===== src/rtl/memsched_pkg.sv =====
package memsched_pkg;

  typedef enum logic [1:0] {
    POL_IN_ORDER   = 2'd0,
    POL_LOAD_FREE  = 2'd1,
    POL_WAIT_ADDR  = 2'd2,
    POL_EAGER      = 2'd3
  } policy_e;

  typedef struct packed {
    logic headOnly;
    logic stallOnStore;
    logic stallOnAddr;
    logic markSpec;
  } sched_strobe_t;

endpackage


===== src/rtl/memsched_ctrl.sv =====
module memsched_ctrl
  import memsched_pkg::*;
(
  input  logic [1:0]    policy,
  output sched_strobe_t strobe
);

  policy_e pol;

  always_comb begin
    pol = policy_e'(policy);
    strobe = '0;
    unique case (pol)
      POL_IN_ORDER:  strobe.headOnly     = 1'b1;
      POL_LOAD_FREE: strobe.stallOnStore = 1'b1;
      POL_WAIT_ADDR: strobe.stallOnAddr  = 1'b1;
      POL_EAGER:     strobe.markSpec     = 1'b1;
      default:       strobe = '0;
    endcase
  end

endmodule


===== src/rtl/memsched_pick.sv =====
module memsched_pick #(
  parameter int N = 8
) (
  input  logic [N-1:0] req,
  output logic [N-1:0] gnt,
  output logic         any
);

  always_comb begin
    logic found;
    found = 1'b0;
    gnt   = '0;
    for (int k = 0; k < N; k++) begin
      if (req[k] && !found) begin
        gnt[k] = 1'b1;
        found  = 1'b1;
      end
    end
    any = found;
  end

endmodule


===== src/rtl/memsched_dp.sv =====
module memsched_dp
  import memsched_pkg::*;
#(
  parameter int DEPTH = 8,
  localparam int IDX_W = $clog2(DEPTH)
) (
  input  logic             clk,
  input  logic             rst,
  input  sched_strobe_t    strobe,
  input  logic [IDX_W-1:0] headPtr,
  input  logic [DEPTH-1:0] entValid,
  input  logic [DEPTH-1:0] entStore,
  input  logic [DEPTH-1:0] entAddrRdy,
  input  logic [DEPTH-1:0] entDataRdy,
  input  logic [DEPTH-1:0] entIssued,
  output logic [DEPTH-1:0] grant,
  output logic             grantValid,
  output logic             specLoad
);

  // queue state rotated so that position 0 is the oldest slot
  logic [DEPTH-1:0] pendAge, storeAge, addrAge, dataAge;
  logic [DEPTH-1:0] olderPend, olderStore, olderNoAddr;
  logic [DEPTH-1:0] readyAge, eligAge, pickAge;
  logic [DEPTH-1:0] grantNext;
  logic             pickAny;
  logic             specNext;

  always_comb begin
    logic [IDX_W-1:0] idx;
    for (int k = 0; k < DEPTH; k++) begin
      idx         = headPtr + IDX_W'(k);
      pendAge[k]  = entValid[idx] & ~entIssued[idx];
      storeAge[k] = entStore[idx];
      addrAge[k]  = entAddrRdy[idx];
      dataAge[k]  = entDataRdy[idx];
    end
  end

  // running summaries of everything older than each position
  always_comb begin
    logic runPend, runStore, runNoAddr;
    runPend   = 1'b0;
    runStore  = 1'b0;
    runNoAddr = 1'b0;
    for (int k = 0; k < DEPTH; k++) begin
      olderPend[k]   = runPend;
      olderStore[k]  = runStore;
      olderNoAddr[k] = runNoAddr;
      runPend   = runPend   | pendAge[k];
      runStore  = runStore  | (pendAge[k] & storeAge[k]);
      runNoAddr = runNoAddr | (pendAge[k] & storeAge[k] & ~addrAge[k]);
    end
  end

  always_comb begin
    logic loadOk;
    for (int k = 0; k < DEPTH; k++) begin
      readyAge[k] = addrAge[k] & (dataAge[k] | ~storeAge[k]);
      if (strobe.headOnly)          loadOk = ~olderPend[k];
      else if (strobe.stallOnStore) loadOk = ~olderStore[k];
      else if (strobe.stallOnAddr)  loadOk = ~olderNoAddr[k];
      else                          loadOk = 1'b1;
      eligAge[k] = pendAge[k] & readyAge[k] &
                   (storeAge[k] ? ~olderPend[k] : loadOk);
    end
  end

  memsched_pick #(.N(DEPTH)) uPick (
    .req (eligAge),
    .gnt (pickAge),
    .any (pickAny)
  );

  // rotate the age-ordered pick back to slot positions
  always_comb begin
    logic [IDX_W-1:0] idx;
    grantNext = '0;
    for (int k = 0; k < DEPTH; k++) begin
      idx = headPtr + IDX_W'(k);
      grantNext[idx] = pickAge[k];
    end
  end

  assign specNext = strobe.markSpec & |(pickAge & ~storeAge & olderNoAddr);

  always_ff @(posedge clk) begin
    if (rst) begin
      grant      <= '0;
      grantValid <= 1'b0;
      specLoad   <= 1'b0;
    end else begin
      grant      <= grantNext;
      grantValid <= pickAny;
      specLoad   <= specNext;
    end
  end

endmodule


===== src/rtl/mem_issue_sched.sv =====
module mem_issue_sched
  import memsched_pkg::*;
#(
  parameter int DEPTH = 8,
  localparam int IDX_W = $clog2(DEPTH)
) (
  input  logic             clk,
  input  logic             rst,
  input  logic [1:0]       policy,
  input  logic [IDX_W-1:0] headPtr,
  input  logic [DEPTH-1:0] entValid,
  input  logic [DEPTH-1:0] entStore,
  input  logic [DEPTH-1:0] entAddrRdy,
  input  logic [DEPTH-1:0] entDataRdy,
  input  logic [DEPTH-1:0] entIssued,
  output logic [DEPTH-1:0] grant,
  output logic             grantValid,
  output logic             specLoad
);

  sched_strobe_t strobe;

  memsched_ctrl uCtrl (
    .policy (policy),
    .strobe (strobe)
  );

  memsched_dp #(.DEPTH(DEPTH)) uDp (
    .clk        (clk),
    .rst        (rst),
    .strobe     (strobe),
    .headPtr    (headPtr),
    .entValid   (entValid),
    .entStore   (entStore),
    .entAddrRdy (entAddrRdy),
    .entDataRdy (entDataRdy),
    .entIssued  (entIssued),
    .grant      (grant),
    .grantValid (grantValid),
    .specLoad   (specLoad)
  );

endmodule


===== config.mk =====
export PLATFORM = sky130hd
export DESIGN_NAME = mem_issue_sched
export DESIGN_NICKNAME = d
export VERILOG_FILES = /design/src/rtl/memsched_pkg.sv /design/src/rtl/memsched_ctrl.sv /design/src/rtl/memsched_pick.sv /design/src/rtl/memsched_dp.sv /design/src/rtl/mem_issue_sched.sv
export SDC_FILE = /design/constraint.sdc
export NUM_CORES = 1
export LEC_CHECK = 0
export CORE_MARGIN = 2
export CORE_UTILIZATION = 55
export DETAILED_ROUTE_END_ITERATION = 10
export PLACE_DENSITY = 0.82
export SYNTH_ARGS = -nofsm -noshare
export SYNTH_HDL_FRONTEND = slang
export SYNTH_SLANG_ARGS = --single-unit

===== constraint.sdc =====
create_clock -name clk -period 6.5 [get_ports clk]
set_input_delay 1.3 -clock clk [delete_from_list [all_inputs] [get_ports clk]]
set_output_delay 1.3 -clock clk [all_outputs]
set_load 0.01 [all_outputs]

==> metrics.txt <==
Post-CTS Hold Buffers=0; Area Growth Syn to Fin=18.8%; worst-path maximum fanout=29; post-CTS resize count=0; grt ovf=0; Via density=between 7 and 8; vias in the first global route=3433; drt first pass iters=6; Synth Flop Type=dfxtp_1; post-route setup TNS=0 ps; CP Capture Type=flip-flop; Num CTS Buffers=3; CTS sink cnt=10; RSZ-0062 raised after global routing=no; Max-Cap Viols=0; max_slew headroom=26.2%; number of synthesized register bits=10; Final #Nets=489; worst-case clock buffer depth=2; Post-synth EDFFs=0; Final ANT Viol Nets=0; total power=0.497 mW; syn nets=approximately 440; Worst-Margin Slew=approximately 1100 ps; Leak=around 1.5 nW; startpoint types=input pin; First DRT Iteration DRCs=between 300 and 400; core box area=around 0.0059 mm²; die width=81.7 µm; CP Class=in -> reg; GP Congestion=~1.0; post-CTS setup buffer count=0; first-pass GRT wire length=~17000 µm; ranking of synthesized cells by area=mux4_2 (20%), mux2i_1 (7.2%), dfxtp_1 (6.0%), nand2_1 (4.1%), nor3_1 (3.2%); CP Data Required Time=~6600 ps; Fin. Hold Viols=0; IO Pins=57; Cell Area, Synth=0.00332 mm²; warnings from Yosys=0; Synth area leader=mux4_2; minimum hold slack=~1700 ps; Antenna diodes=0; pre-CTS WS=402 ps; PD cells=126 mW/mm²; ys async rst share=0%; root buffer cell=clkbuf_8; total wire length=between 10000 and 15000 µm; Hold Crit Class=in -> reg; f_max=approximately 170 MHz; DIE AREA=between 0.006 and 0.007 mm²; final worst setup slack=about 620 ps; status=complete, no violations; Global Route Usage Sum=approximately 33%; CTS tree=yes; syn_area_per_cell=8.63 µm²; # DRC=0; largest net degree at the start of global routing=65; peak supply drop=~0.11 mV; Wirelength per Cell=between 20 and 25 µm; register area share after synthesis=about 6.0%; Std-Cell Rows=28; Pins Over Slew Limit=0; Critical path origin=headPtr[1]; crit path time final=5880 ps; Yosys top cell area share=about 20%; HPWL Detailed=8490 µm; initial antenna violation count=0; starting density of the core=a little under three fifths; CTS H-tree depth=1; Critical Path AT=around 6000 ps; # setup viols final=0; clock-pin slew on the worst setup and hold paths=approximately 40 ps; die height=81.7 µm; fin crit share=approximately nine tenths; cell count after synthesis=385; DR vias=~3.6k; input/output buffers=56; worst setup path end=uDp.grant[2]; layout cells sized above 1=between 10% and 20%; Cell variety after synth=slightly below 80
==> Yosys cell counts (4+ instances only) <==
| cell | instances |
|---|---|
| nand2_1 | 36 |
| mux4_2 | 30 |
| nor2_1 | 26 |
| mux2i_1 | 24 |
| nor3_1 | 21 |
| a21oi_1 | 16 |
| nor2b_1 | 15 |
| clkbuf_1 | 11 |
| inv_1 | 11 |
| dfxtp_1 | 10 |
| nand3_1 | 9 |
| o21ai_0 | 8 |
| a31oi_1 | 7 |
| mux2_2 | 7 |
| o211ai_1 | 7 |
| ha_1 | 6 |
| nand2b_1 | 6 |
| nor4_1 | 6 |
| a211oi_1 | 5 |
| a221oi_1 | 5 |
| and2_1 | 5 |
| buf_6 | 5 |
| or2_2 | 5 |
| a221o_1 | 4 |
| and3b_1 | 4 |
| nor4bb_1 | 4 |
| o41ai_1 | 4 |
==> critical path, stage by stage <==
cell             delay (ps)
clkdlybuf4s50_1         490
inv_2                   130
ha_1                    450
buf_4                   420
mux2i_1                 120
mux4_2                  540
a21oi_2                 250
a21oi_1                  80
o311ai_2                360
o211ai_1                190
or3b_1                  510
or4_4                   590
or3_1                   340
a221oi_2                230
==> cell families (layout without fill, tap and decap cells) <==
kind of cell	Yosys count	count (layout)	synth area share, %
XOR/XNOR	4	4	1.28
flip-flops	10	10	6.02
AO/OA/AOI/OAI	96	96	23.5
adder cells (fa/ha/maj)	6	6	2.26
AND/OR/NAND/NOR	167	167	28.9
buffers and inverters	37	86	6.59
multiplexers	65	65	31.5
==> sequential cells by signal, summed over array words and instances (netlist names) <==
name and flops:
uDp.grantValid 1, uDp.specLoad 1, uDp.grant 8
==> report_power, final <==
part	internal [mW]	switching [mW]	leakage [nW]
Combinational	0.168	0.199	1.35
Clock	0.0403	0.0213	0.0216
Sequential	0.0671	0.00114	0.0819
==> final cells by class <==
cell class                      count  area [µm²]
Inverter                           13        48.8
Tap cell                           75        93.8
Sequential cell                    10         200
Clock buffer                        3        41.3
Multi-Input combinational cell    338        2910
Fill cell                         498        1940
Timing Repair Buffer               70         661
==> metrics by stage <==
stage / util (%) / instances / instance area [µm²]
2_1_floorplan: - / 385 / 3320
3_3_place_gp: 66.4 / 506 / 3910
3_5_place_dp: 66.4 / 506 / 3910
4_1_cts: 67.1 / 509 / 3950
5_1_grt: 67.1 / 509 / 3950
6_report: 67.1 / 509 / 3950
==> metal layers <==
metal / track usage [%] / share of wire (%)
met3: 3.08 / 7.7
met1: 40.0 / 38
met5: 0 / 0
met2: 57.2 / 49
met4: 20.3 / 5.8
==> how the worst min path moves through the flow <==
stage          slack (ps)            to  cells past startpoint        from
2_1_floorplan        1430  uDp.specLoad                      2   policy[1]
3_3_place_gp         1940  uDp.grant[6]                      5  headPtr[0]
3_5_place_dp         1950  uDp.grant[6]                      5  headPtr[0]
4_1_cts              1710  uDp.grant[6]                      5  headPtr[0]
5_1_grt              1740  uDp.grant[6]                      5  headPtr[0]
6_report             1720  uDp.grant[6]                      5  headPtr[0]
==> layout by cell type, fill, tap and decap left out, drive strengths merged, types with 8 or more instances in the layout <==
cell / count
clkdlybuf4s50: 55
buf: 15
nor3: 21
a21oi: 17
nand2: 36
nand3: 9
o21ai: 8
nor2: 26
nor2b: 15
or2: 8
o211ai: 8
mux2: 11
mux4: 30
inv: 13
dfxtp: 10
mux2i: 24
(Power assumes the default switching activity.)
